===== config.mk =====
export PLATFORM = sky130hd
export DESIGN_NAME = utx_fifo_top
export DESIGN_NICKNAME = d
export VERILOG_FILES = /design/src/rtl/utx_pkg.sv /design/src/rtl/utx_store.sv /design/src/rtl/utx_flags.sv /design/src/rtl/utx_regif.sv /design/src/rtl/utx_fifo_top.sv
export SDC_FILE = /design/constraint.sdc
export NUM_CORES = 1
export LEC_CHECK = 0
export BUFFER_PORTS_ARGS = -buffer_cell sky130_fd_sc_hd__buf_2
export CAP_MARGIN = 20
export CORE_MARGIN = 4
export CORE_UTILIZATION = 51
export DETAILED_ROUTE_END_ITERATION = 10
export GPL_ROUTABILITY_DRIVEN = 0
export MAX_ROUTING_LAYER = met4
export PLACE_DENSITY = 0.81
export SETUP_SLACK_MARGIN = 0.5
export SLEW_MARGIN = 25
export SYNTH_ARGS = -nofsm -noshare
export SYNTH_HDL_FRONTEND = slang
export SYNTH_SLANG_ARGS = --single-unit

===== constraint.sdc =====
create_clock -name clk -period 3.5 [get_ports clk]
set_clock_uncertainty 0.15 [all_clocks]
set_input_delay 0.7 -clock clk [delete_from_list [all_inputs] [get_ports clk]]
set_output_delay 0.7 -clock clk [all_outputs]
set_load 0.03 [all_outputs]

===== src/rtl/utx_pkg.sv =====
// Shared constants, control-field layout and threshold decode for the
// transmit byte queue. Assumes 32-bit registers at byte offsets.
package utx_pkg;

    localparam logic [7:0] OFS_WDATA = 8'h1C;
    localparam logic [7:0] OFS_QCTRL = 8'h20;
    localparam logic [7:0] OFS_QSTAT = 8'h24;

    // queue-control field positions (decoded by neighbours, so fixed)
    localparam int BIT_RXCLR   = 0;
    localparam int BIT_TXFLUSH = 1;
    localparam int LSB_RXILVL  = 2;
    localparam int LSB_TXILVL  = 5;
    localparam int LSB_RXLVL   = 16;

    typedef struct packed {
        logic [2:0] rx_ilvl;
        logic [1:0] tx_ilvl;
    } qctrl_t;

    // threshold code to entry count: 0->1, 1->4, 2->8, 3->16
    function automatic logic [4:0] ilvl_to_count(input logic [1:0] code);
        logic [4:0] cnt;
        case (code)
            2'd0:    cnt = 5'd1;
            2'd1:    cnt = 5'd4;
            2'd2:    cnt = 5'd8;
            default: cnt = 5'd16;
        endcase
        return cnt;
    endfunction

endpackage


===== src/rtl/utx_store.sv =====
// Circular byte storage with read/write pointers and an occupancy count.
// Assumes push is never asserted when full; flush overrides push and pop.
module utx_store #(
    parameter int DEPTH  = 32,
    parameter int DATA_W = 8,
    parameter int LVL_W  = $clog2(DEPTH + 1)
) (
    input  logic              clk,
    input  logic              rst_n,
    input  logic              push,
    input  logic [DATA_W-1:0] push_data,
    input  logic              pop,
    input  logic              flush,
    output logic [DATA_W-1:0] head_data,
    output logic [LVL_W-1:0]  level,
    output logic [LVL_W-1:0]  level_nxt
);
    localparam int PTR_W = (DEPTH > 1) ? $clog2(DEPTH) : 1;
    localparam logic [PTR_W-1:0] PTR_LAST = PTR_W'(DEPTH - 1);

    logic [DATA_W-1:0] mem [DEPTH];
    logic [PTR_W-1:0]  wr_ptr;
    logic [PTR_W-1:0]  rd_ptr;

    // next-occupancy from the three level-changing events
    always_comb begin
        level_nxt = level;
        if (flush)
            level_nxt = '0;
        else if (push && !pop)
            level_nxt = level + LVL_W'(1);
        else if (pop && !push)
            level_nxt = level - LVL_W'(1);
    end

    // byte array write; storage needs no reset
    always_ff @(posedge clk) begin
        if (push && !flush)
            mem[wr_ptr] <= push_data;
    end

    // pointer and level registers
    always_ff @(posedge clk) begin
        if (!rst_n || flush) begin
            wr_ptr <= '0;
            rd_ptr <= '0;
            level  <= '0;
        end else begin
            if (push)
                wr_ptr <= (wr_ptr == PTR_LAST) ? '0 : wr_ptr + PTR_W'(1);
            if (pop)
                rd_ptr <= (rd_ptr == PTR_LAST) ? '0 : rd_ptr + PTR_W'(1);
            level <= level_nxt;
        end
    end

    assign head_data = mem[rd_ptr];

endmodule


===== src/rtl/utx_flags.sv =====
// Watermark flag and the two one-cycle event pulses.
// Assumes level_nxt is the occupancy after this cycle's push/pop/flush.
module utx_flags #(
    parameter int LVL_W = 6
) (
    input  logic             clk,
    input  logic             rst_n,
    input  logic             push,
    input  logic             pop,
    input  logic             flush,
    input  logic [LVL_W-1:0] level,
    input  logic [LVL_W-1:0] level_nxt,
    input  logic [LVL_W-1:0] thresh,
    output logic             wm,
    output logic             wm_set,
    output logic             empty_set
);
    logic at_thr;

    // threshold compare on the occupancy being written this cycle
    always_comb at_thr = (level_nxt >= thresh);

    // watermark state and event pulses
    always_ff @(posedge clk) begin
        if (!rst_n) begin
            wm        <= 1'b0;
            wm_set    <= 1'b0;
            empty_set <= 1'b0;
        end else begin
            wm_set    <= push && at_thr;
            empty_set <= (level != '0) && (level_nxt == '0);
            if (push)
                wm <= at_thr;
            else if (pop || flush)
                wm <= wm && at_thr && (level_nxt != '0);
        end
    end

endmodule


===== src/rtl/utx_regif.sv =====
// Register decode: data push, queue control and queue status readback.
// Assumes single-cycle writes and a combinational read port.
module utx_regif
    import utx_pkg::*;
#(
    parameter int ADDR_W = 8,
    parameter int REG_W  = 32,
    parameter int DATA_W = 8,
    parameter int LVL_W  = 6
) (
    input  logic              clk,
    input  logic              rst_n,
    input  logic              wr_en,
    input  logic [ADDR_W-1:0] wr_addr,
    input  logic [REG_W-1:0]  wr_data,
    input  logic [ADDR_W-1:0] rd_addr,
    input  logic [LVL_W-1:0]  tx_level,
    input  logic [LVL_W-1:0]  rx_level,
    output logic              push_req,
    output logic [DATA_W-1:0] push_byte,
    output logic              flush_req,
    output logic              rx_clr,
    output qctrl_t            qctrl,
    output logic [REG_W-1:0]  rd_data
);
    logic wr_qctrl;

    // write decode
    always_comb begin
        push_req  = wr_en && (wr_addr == ADDR_W'(OFS_WDATA));
        wr_qctrl  = wr_en && (wr_addr == ADDR_W'(OFS_QCTRL));
        flush_req = wr_qctrl && wr_data[BIT_TXFLUSH];
        push_byte = wr_data[DATA_W-1:0];
    end

    // stored control fields and receive clear pulse
    always_ff @(posedge clk) begin
        if (!rst_n) begin
            qctrl  <= '0;
            rx_clr <= 1'b0;
        end else begin
            rx_clr <= wr_qctrl && wr_data[BIT_RXCLR];
            if (wr_qctrl) begin
                qctrl.rx_ilvl <= wr_data[LSB_RXILVL +: 3];
                qctrl.tx_ilvl <= wr_data[LSB_TXILVL +: 2];
            end
        end
    end

    // read multiplexer; action bits read as zero
    always_comb begin
        rd_data = '0;
        if (rd_addr == ADDR_W'(OFS_QCTRL)) begin
            rd_data[LSB_RXILVL +: 3] = qctrl.rx_ilvl;
            rd_data[LSB_TXILVL +: 2] = qctrl.tx_ilvl;
        end else if (rd_addr == ADDR_W'(OFS_QSTAT)) begin
            rd_data[LVL_W-1:0]          = tx_level;
            rd_data[LSB_RXLVL +: LVL_W] = rx_level;
        end
    end

endmodule


===== src/rtl/utx_fifo_top.sv =====
// Transmit byte queue top: joins register decode, storage and flag logic,
// and gates pushes on full and drains on transmit enable.
// Assumes DEPTH >= 16 so every threshold code is reachable.
module utx_fifo_top
    import utx_pkg::*;
#(
    parameter int DEPTH  = 32,
    parameter int ADDR_W = 8,
    parameter int REG_W  = 32,
    parameter int DATA_W = 8,
    parameter int LVL_W  = $clog2(DEPTH + 1)
) (
    input  logic              clk,
    input  logic              rst_n,
    input  logic              wr_en,
    input  logic [ADDR_W-1:0] wr_addr,
    input  logic [REG_W-1:0]  wr_data,
    input  logic [ADDR_W-1:0] rd_addr,
    output logic [REG_W-1:0]  rd_data,
    input  logic              tx_en,
    input  logic              pop_ready,
    output logic              pop_valid,
    output logic [DATA_W-1:0] pop_data,
    input  logic [LVL_W-1:0]  rx_level,
    output logic              rx_clr,
    output logic [2:0]        rx_ilvl,
    output logic [LVL_W-1:0]  tx_level,
    output logic              tx_full,
    output logic              tx_empty,
    output logic              tx_wm,
    output logic              wm_set,
    output logic              empty_set
);
    localparam logic [LVL_W-1:0] LVL_FULL = LVL_W'(DEPTH);

    logic              push_req;
    logic [DATA_W-1:0] push_byte;
    logic              flush_req;
    qctrl_t            qctrl;
    logic              push;
    logic              pop;
    logic [LVL_W-1:0]  level_nxt;
    logic [LVL_W-1:0]  thresh;

    utx_regif #(
        .ADDR_W (ADDR_W),
        .REG_W  (REG_W),
        .DATA_W (DATA_W),
        .LVL_W  (LVL_W)
    ) i_regif (
        .clk       (clk),
        .rst_n     (rst_n),
        .wr_en     (wr_en),
        .wr_addr   (wr_addr),
        .wr_data   (wr_data),
        .rd_addr   (rd_addr),
        .tx_level  (tx_level),
        .rx_level  (rx_level),
        .push_req  (push_req),
        .push_byte (push_byte),
        .flush_req (flush_req),
        .rx_clr    (rx_clr),
        .qctrl     (qctrl),
        .rd_data   (rd_data)
    );

    // status from the registered level, and the handshake gating
    always_comb begin
        tx_full   = (tx_level == LVL_FULL);
        tx_empty  = (tx_level == '0);
        pop_valid = tx_en && !tx_empty;
        push      = push_req && !tx_full;
        pop       = pop_valid && pop_ready && !flush_req;
        thresh    = LVL_W'(ilvl_to_count(qctrl.tx_ilvl));
        rx_ilvl   = qctrl.rx_ilvl;
    end

    utx_store #(
        .DEPTH  (DEPTH),
        .DATA_W (DATA_W),
        .LVL_W  (LVL_W)
    ) i_store (
        .clk       (clk),
        .rst_n     (rst_n),
        .push      (push),
        .push_data (push_byte),
        .pop       (pop),
        .flush     (flush_req),
        .head_data (pop_data),
        .level     (tx_level),
        .level_nxt (level_nxt)
    );

    utx_flags #(
        .LVL_W (LVL_W)
    ) i_flags (
        .clk       (clk),
        .rst_n     (rst_n),
        .push      (push),
        .pop       (pop),
        .flush     (flush_req),
        .level     (tx_level),
        .level_nxt (level_nxt),
        .thresh    (thresh),
        .wm        (tx_wm),
        .wm_set    (wm_set),
        .empty_set (empty_set)
    );

endmodule


==> key figures, run 1 <==
Outcome
  • Outcome: complete, but fails checks
  • Failing checks: setup timing

Synthesis
  • Top-area cell type share of the netlist area: 0.647
  • EDFF count, synth: 256
  • Synthesized area: 11900 um2
  • Yosys top cell by area: edfxtp_1
  • Post-Synthesis Cells: 647
  • Ys async rst share: 0
  • Yosys reg bits: 286
  • Synth top area cells: edfxtp_1 (65%), mux4_2 (15%), dfxtp_1 (5.1%)
  • Number of synthesis warnings: 0
  • Post-synthesis sequential area ratio: 0.698
  • Number of distinct library cells after synthesis: 57
  • Mapped Avg Cell Area: 18.4 um2
  • Post-synth top flop: edfxtp_1

Floorplanning
  • Die span in y: 161 um
  • Die W: between 150 and 200 um
  • Io pins: 115
  • Area of the die: 25800 um2
  • Starting Density: 0.522
  • Row count: 55
  • Core ar.: 22800 um2

STA
  • Endpoints failing setup: 8
  • Ratio of final minimum period to clock period: 1.06
  • Max Clk Rate: approximately 270 MHz
  • Minimum clock period: 3.70 ns
  • Slew @ Worst Pin: 0.910 ns
  • Hold WS: 0.293 ns
  • Relative slew slack: 0.392
  • Setup ws final: -0.202 ns
  • Final Max Tran Viols: 0
  • RSZ-0062 raised after global routing: yes
  • Final Hold Fails: 0

Routing
  • Vias post-DR: 6468
  • Vias per Instance: 5.81
  • Routed Antenna Nets: 0
  • Total Wirelength: 26.5 mm
  • DRC errors left: 0
  • Starting DRT DRC Count: roughly 580
  • DR WL/cell: roughly 24 um
  • Router iterations before antenna repair: 4

Clock network
  • CTS tree: built
  • Clock Tree Buf Depth: 3
  • Clock Sinks: ~290
  • Clk root buf: clkbuf_16
  • CTS clk-pin slew, worst paths: 0.06 ns
  • Worst-skew pair later-pin latency: approximately 0.54 ns
  • Num CTS Buffers: 28
  • H-Tree Level Count: 1

Global route
  • GR Layer Usage met1: 0.294
  • GRT Overall Usage: 0.216
  • Met2 Use GR: 0.339
  • Total congestion overflow: 0
  • Most Crowded Layer GR: met2
  • Number of global-route vias before repair: about 6800
  • Largest net degree at the start of global routing: 65
  • Met3 Usage GRT: 0.0352
  • Initial antenna violation count: 1
  • First-pass GRT wire length: 41.2 mm

Placed design
  • Worst slack at placement: about 0.11 ns
  • DP HPWL: 15.7 mm
  • Number of port buffers: a little over 70
  • Dpl cell area: ~13000 um2

Worst hold path
  • Worst Hold Depth: 1
  • Worst Min Path Start: wr_data[1]
  • Hold Path Class: in -> reg
  • Hold Path Sink: i_store.mem[31][1]

Critical path
  • Crit path DAT: between 2 and 3 ns
  • CP max stage delay: 0.55 ns
  • Worst reg2reg path depth: 13
  • Slowest CP cell: mux4_2
  • FF-to-FF setup slack: 0.46 ns
  • RR Startpoint: i_store.level[0]
  • Critical Path Source Type: register
  • Capture point of the worst reg-to-reg path: i_flags.wm
  • Worst EP required: 2.65 ns
  • Crit Path Max Fanout: 8
  • CP cell instances: buf_12, buf_12, buf_16, mux4_2, mux4_2, mux2_4, buf_6
  • CP Class: reg -> out
  • Setup crit end kind: output pin

Final layout
  • Fin nets: ~850
  • Storage cell area: 8300 um2
  • Design area: roughly 14000 um2
  • Multi-input gate area: 3400 um2
  • Most frequent cells in the layout: edfxtp_1 (256), mux4_2 (80), buf_2 (63), nor2_1 (55), buf_4 (48)
  • Share of cells above drive strength 1: 0.369
  • Most common cell after layout, fill and taps aside: edfxtp_1
  • Layout area overhead: 19.1%
  • Number of fill cells: 1513

Power and ir drop
  • Static leakage: 4.81 nW
  • Pwr dens: 612 nW/um2
  • Peak VDD IR: around 0.57 mV

Run
  • Max_cap viols: 0
synth_stat cells, types with 6 or more instances:
cell type / instances
edfxtp_1: 256
ha_1: 14
buf_1: 11
mux2i_1: 11
a21oi_1: 15
mux2_2: 8
buf_4: 23
nand2_1: 27
nor2_1: 57
dfxtp_1: 30
nor3_1: 10
nand2b_1: 8
and2_1: 8
inv_1: 10
clkbuf_1: 15
mux4_2: 80
nand3_1: 6
power by group:
group / internal [mW] / switching [mW] / leakage (nW)
clock network: 1.68 / 1.23 / 0.442
logic: 0.960 / 0.981 / 1.83
registers: 3.75 / 0.0618 / 2.55
metal layers:
metal / vias up / routed length [um] / part of all wire
li1: 2809 / - / -
met1: 3262 / 10500 / 0.40
met2: 349 / 13100 / 0.49
met3: 48 / 2160 / 0.081
met4: 0 / 753 / 0.028
met5: - / 0 / 0
cell type report:
class	instances	area share
diodes	1	0.000177
clock buffers	45	0.0583
clock inverters	7	0.00504
inverters	10	0.00301
multi-input cells	318	0.240
flip-flops and latches	286	0.587
well taps	313	0.0277
repair buffers	134	0.0787
flip-flops by register name, summed over array words and instances, names as in the netlist, named ones only:
signal             count
i_flags.empty_set      1
i_flags.wm             1
i_flags.wm_set         1
i_regif.qctrl          5
i_regif.rx_clr         1
i_store.level          6
i_store.mem          256
i_store.rd_ptr         5
i_store.wr_ptr         5
how the worst max path moves through the flow:
stage / from / endpoint
floorplan: wr_addr[6] / i_store.mem[0][0]
global placement: wr_addr[6] / i_flags.wm
detailed placement: wr_addr[6] / i_flags.wm
CTS: register / pop_data[5]
global route: register / pop_data[7]
finish: register / pop_data[7]
repair_timing:
action,CTS,global route
cloned,6,0
hold buffers,0,0
endpoints found under the hold margin,0,0
gates resized for setup,47,3
pin swaps,8,2
setup endpoints to repair,13,18
buffers inserted,15,0
worst max-delay path, delay by kind of cell, from the launching register on:
family | cells | cell delay (ns)
DFF | 1 | 0.40
buffers and inverters | 4 | 0.51
muxes | 3 | 1.39
per-stage QoR:
step / instances / power (mW) / utilization / TNS [ns]
final: 1114 / 8.67 / 0.621 / -1.15
after global routing: 1114 / 8.98 / 0.621 / -1.55
after CTS: 1113 / 8.66 / 0.621 / -1.17
after detailed placement: 1040 / 5.36 / 0.560 / 0
after global placement: 1040 / 5.32 / 0.560 / 0
after floorplan: 665 / 5.02 / - / 0
logic make-up after synthesis:
logic type / Yosys count / share of synthesized area
other: 1 / 0.000316
adders and majority gates: 14 / 0.0147
buffers and inverters: 61 / 0.0281
AOI/OAI and AO/OA: 36 / 0.0212
xor gates and xnor gates: 2 / 0.00147
and+or+nand+nor: 148 / 0.0679
muxes: 99 / 0.169
DFF: 286 / 0.698
Note: power is estimated with default switching activity, not from simulation.
==> run 2, diff against run 1 <==
PLACE_DENSITY = 0.78   (was 0.81)
clock period = 4.5 ns   (was 3.5 ns; I/O delays follow)
==> key figures, run 2 (synthesis gave the netlist of run 1 again) <==
Outcome
  • Outcome: finished, final reports clean

Final layout
  • Max reg flops: 256
  • Multi-input gate area: 3320 um2
  • Design area: about 14000 um2
  • Storage cell area: 8290 um2
  • Fin util: 0.593
  • Biggest register: i_store.mem
  • Share of cells above drive strength 1: 0.312
  • Layout area overhead: 13.7%
  • Number of fill cells: 1626
  • Most frequent cells in the layout: edfxtp_1 (256), mux4_2 (80), buf_2 (71), nor2_1 (57)
  • Fin nets: 802
  • Top flop regs: i_store.mem: 256 flops, i_store.level: 6 flops
  • Most common cell after layout, fill and taps aside: edfxtp_1

Routing
  • Vias post-DR: ~6300
  • Starting DRT DRC Count: 567
  • Vias per Instance: roughly 6
  • Router iterations before antenna repair: 5
  • DR WL/cell: 24.1 um
  • Routed Antenna Nets: 0
  • DRC errors left: 0
  • Total Wirelength: 25.6 mm

Global route
  • Initial antenna violation count: 1
  • Number of global-route vias before repair: ~6400
  • First-pass GRT wire length: 39.7 mm
  • Met3 Usage GRT: 0.0385
  • Most Crowded Layer GR: met2
  • Largest net degree at the start of global routing: 34
  • Total congestion overflow: 0
  • GR Layer Usage met1: 0.282
  • GRT Overall Usage: 0.208
  • Met2 Use GR: 0.334

Clock network
  • Num CTS Buffers: 28
  • Clk root buf: clkbuf_16
  • CTS clk-pin slew, worst paths: 0.06 ns
  • CTS tree: built
  • Clock Tree Buf Depth: 3
  • Worst-skew pair later-pin latency: 0.55 ns
  • Clock Sinks: 286
  • # hold bufs at CTS: 0
  • H-Tree Level Count: 1

STA
  • Minimum clock period: 3.85 ns
  • Ratio of final minimum period to clock period: 0.856
  • RSZ-0062 raised after global routing: no
  • Final Max Tran Viols: 0
  • Final Hold Fails: 0
  • Slew @ Worst Pin: between 0.9 and 1 ns
  • Setup TNS: 0 ns
  • Max Clk Rate: between 200 and 300 MHz
  • Endpoints failing setup: 0
  • Hold WS: 0.355 ns
  • Relative slew slack: 0.342

Worst hold path
  • Hold Path Class: reg -> reg
  • Worst Hold Depth: 2

Floorplanning
  • Io pins: 115
  • Core ar.: 22800 um2
  • Starting Density: 0.522
  • Die W: about 160 um
  • Area of the die: 25800 um2
  • Die span in y: 161 um
  • Row count: 55

Placed design
  • Dpl cell area: roughly 13000 um2
  • DP HPWL: between 15 and 20 mm
  • Number of port buffers: 71

Critical path
  • Worst EP required: 3.45 ns
  • Crit path DAT: approximately 2.8 ns
  • Setup crit end kind: output pin
  • Worst reg2reg path depth: 13
  • Crit Path Max Fanout: 16
  • Critical Path Source Type: register
  • CP Class: reg -> out

Power and ir drop
  • Power Total: approximately 6.6 mW
  • Pwr dens: 486 nW/um2
  • Static leakage: between 4 and 5 nW
  • Peak VDD IR: 0.362 mV

Run
  • Max_cap viols: 0
run 2: changes by cell type in the layout (fill, tap and decap cells not counted), moves of 8 or more:
| cell | change |
|---|---|
| buf_4 | -39 |
| buf_6 | -9 |
| clkbuf_1 | -9 |
| buf_2 | +8 |
| mux2_2 | +8 |
| mux2_4 | -8 |
run 2: area by class of cell:
type	instances	area share
Inverter	10	0.00278
Multi-Input combinational cell	318	0.246
Tap cell	313	0.0290
Sequential cell	286	0.614
Antenna cell	1	0.000185
Clock inverter	21	0.0176
Timing Repair Buffer	85	0.0377
Clock buffer	30	0.0524
run 2: where the power goes:
| group | internal, mW | total (mW) | switching [mW] |
|---|---|---|---|
| Combinational | 0.528 | 1.19 | 0.661 |
| Clock | 1.42 | 2.39 | 0.973 |
| Sequential | 2.92 | 2.98 | 0.0599 |
run 2: final timing paths:
check	from	endpoint	slack, ns
setup / recovery	register	pop_data[3]	0.65
hold reg to reg	i_store.rd_ptr[4]	i_store.rd_ptr[4]	0.36
hold / removal	i_store.rd_ptr[4]	i_store.rd_ptr[4]	0.36
setup reg to reg	i_store.level[1]	i_flags.wm	1.03
run 2: critical path: stages, from the launching register on:
cell	delay, ns
dfxtp_4	0.45
buf_12	0.21
mux4_2	0.57
mux4_2	0.49
mux2_2	0.32
buf_2	0.19
run 2: repair_timing:
action	CTS	global route
gates resized for setup	1	0
setup endpoints to repair	8	0
setup buffers	2	0
run 2: metal layers:
metal  routed length [um]  up-vias
li1                     -     2704
met1                10100     3267
met2                13100      286
met3                 2000       32
met4                  453        0
met5                    0        -
run 2: through the flow:
step	setup WS, ns	std cells
final	0.649	1064
after global routing	0.566	1064
after CTS	0.622	1063
after detailed placement	0.646	1010
after global placement	0.679	1010
after floorplan	0.876	665
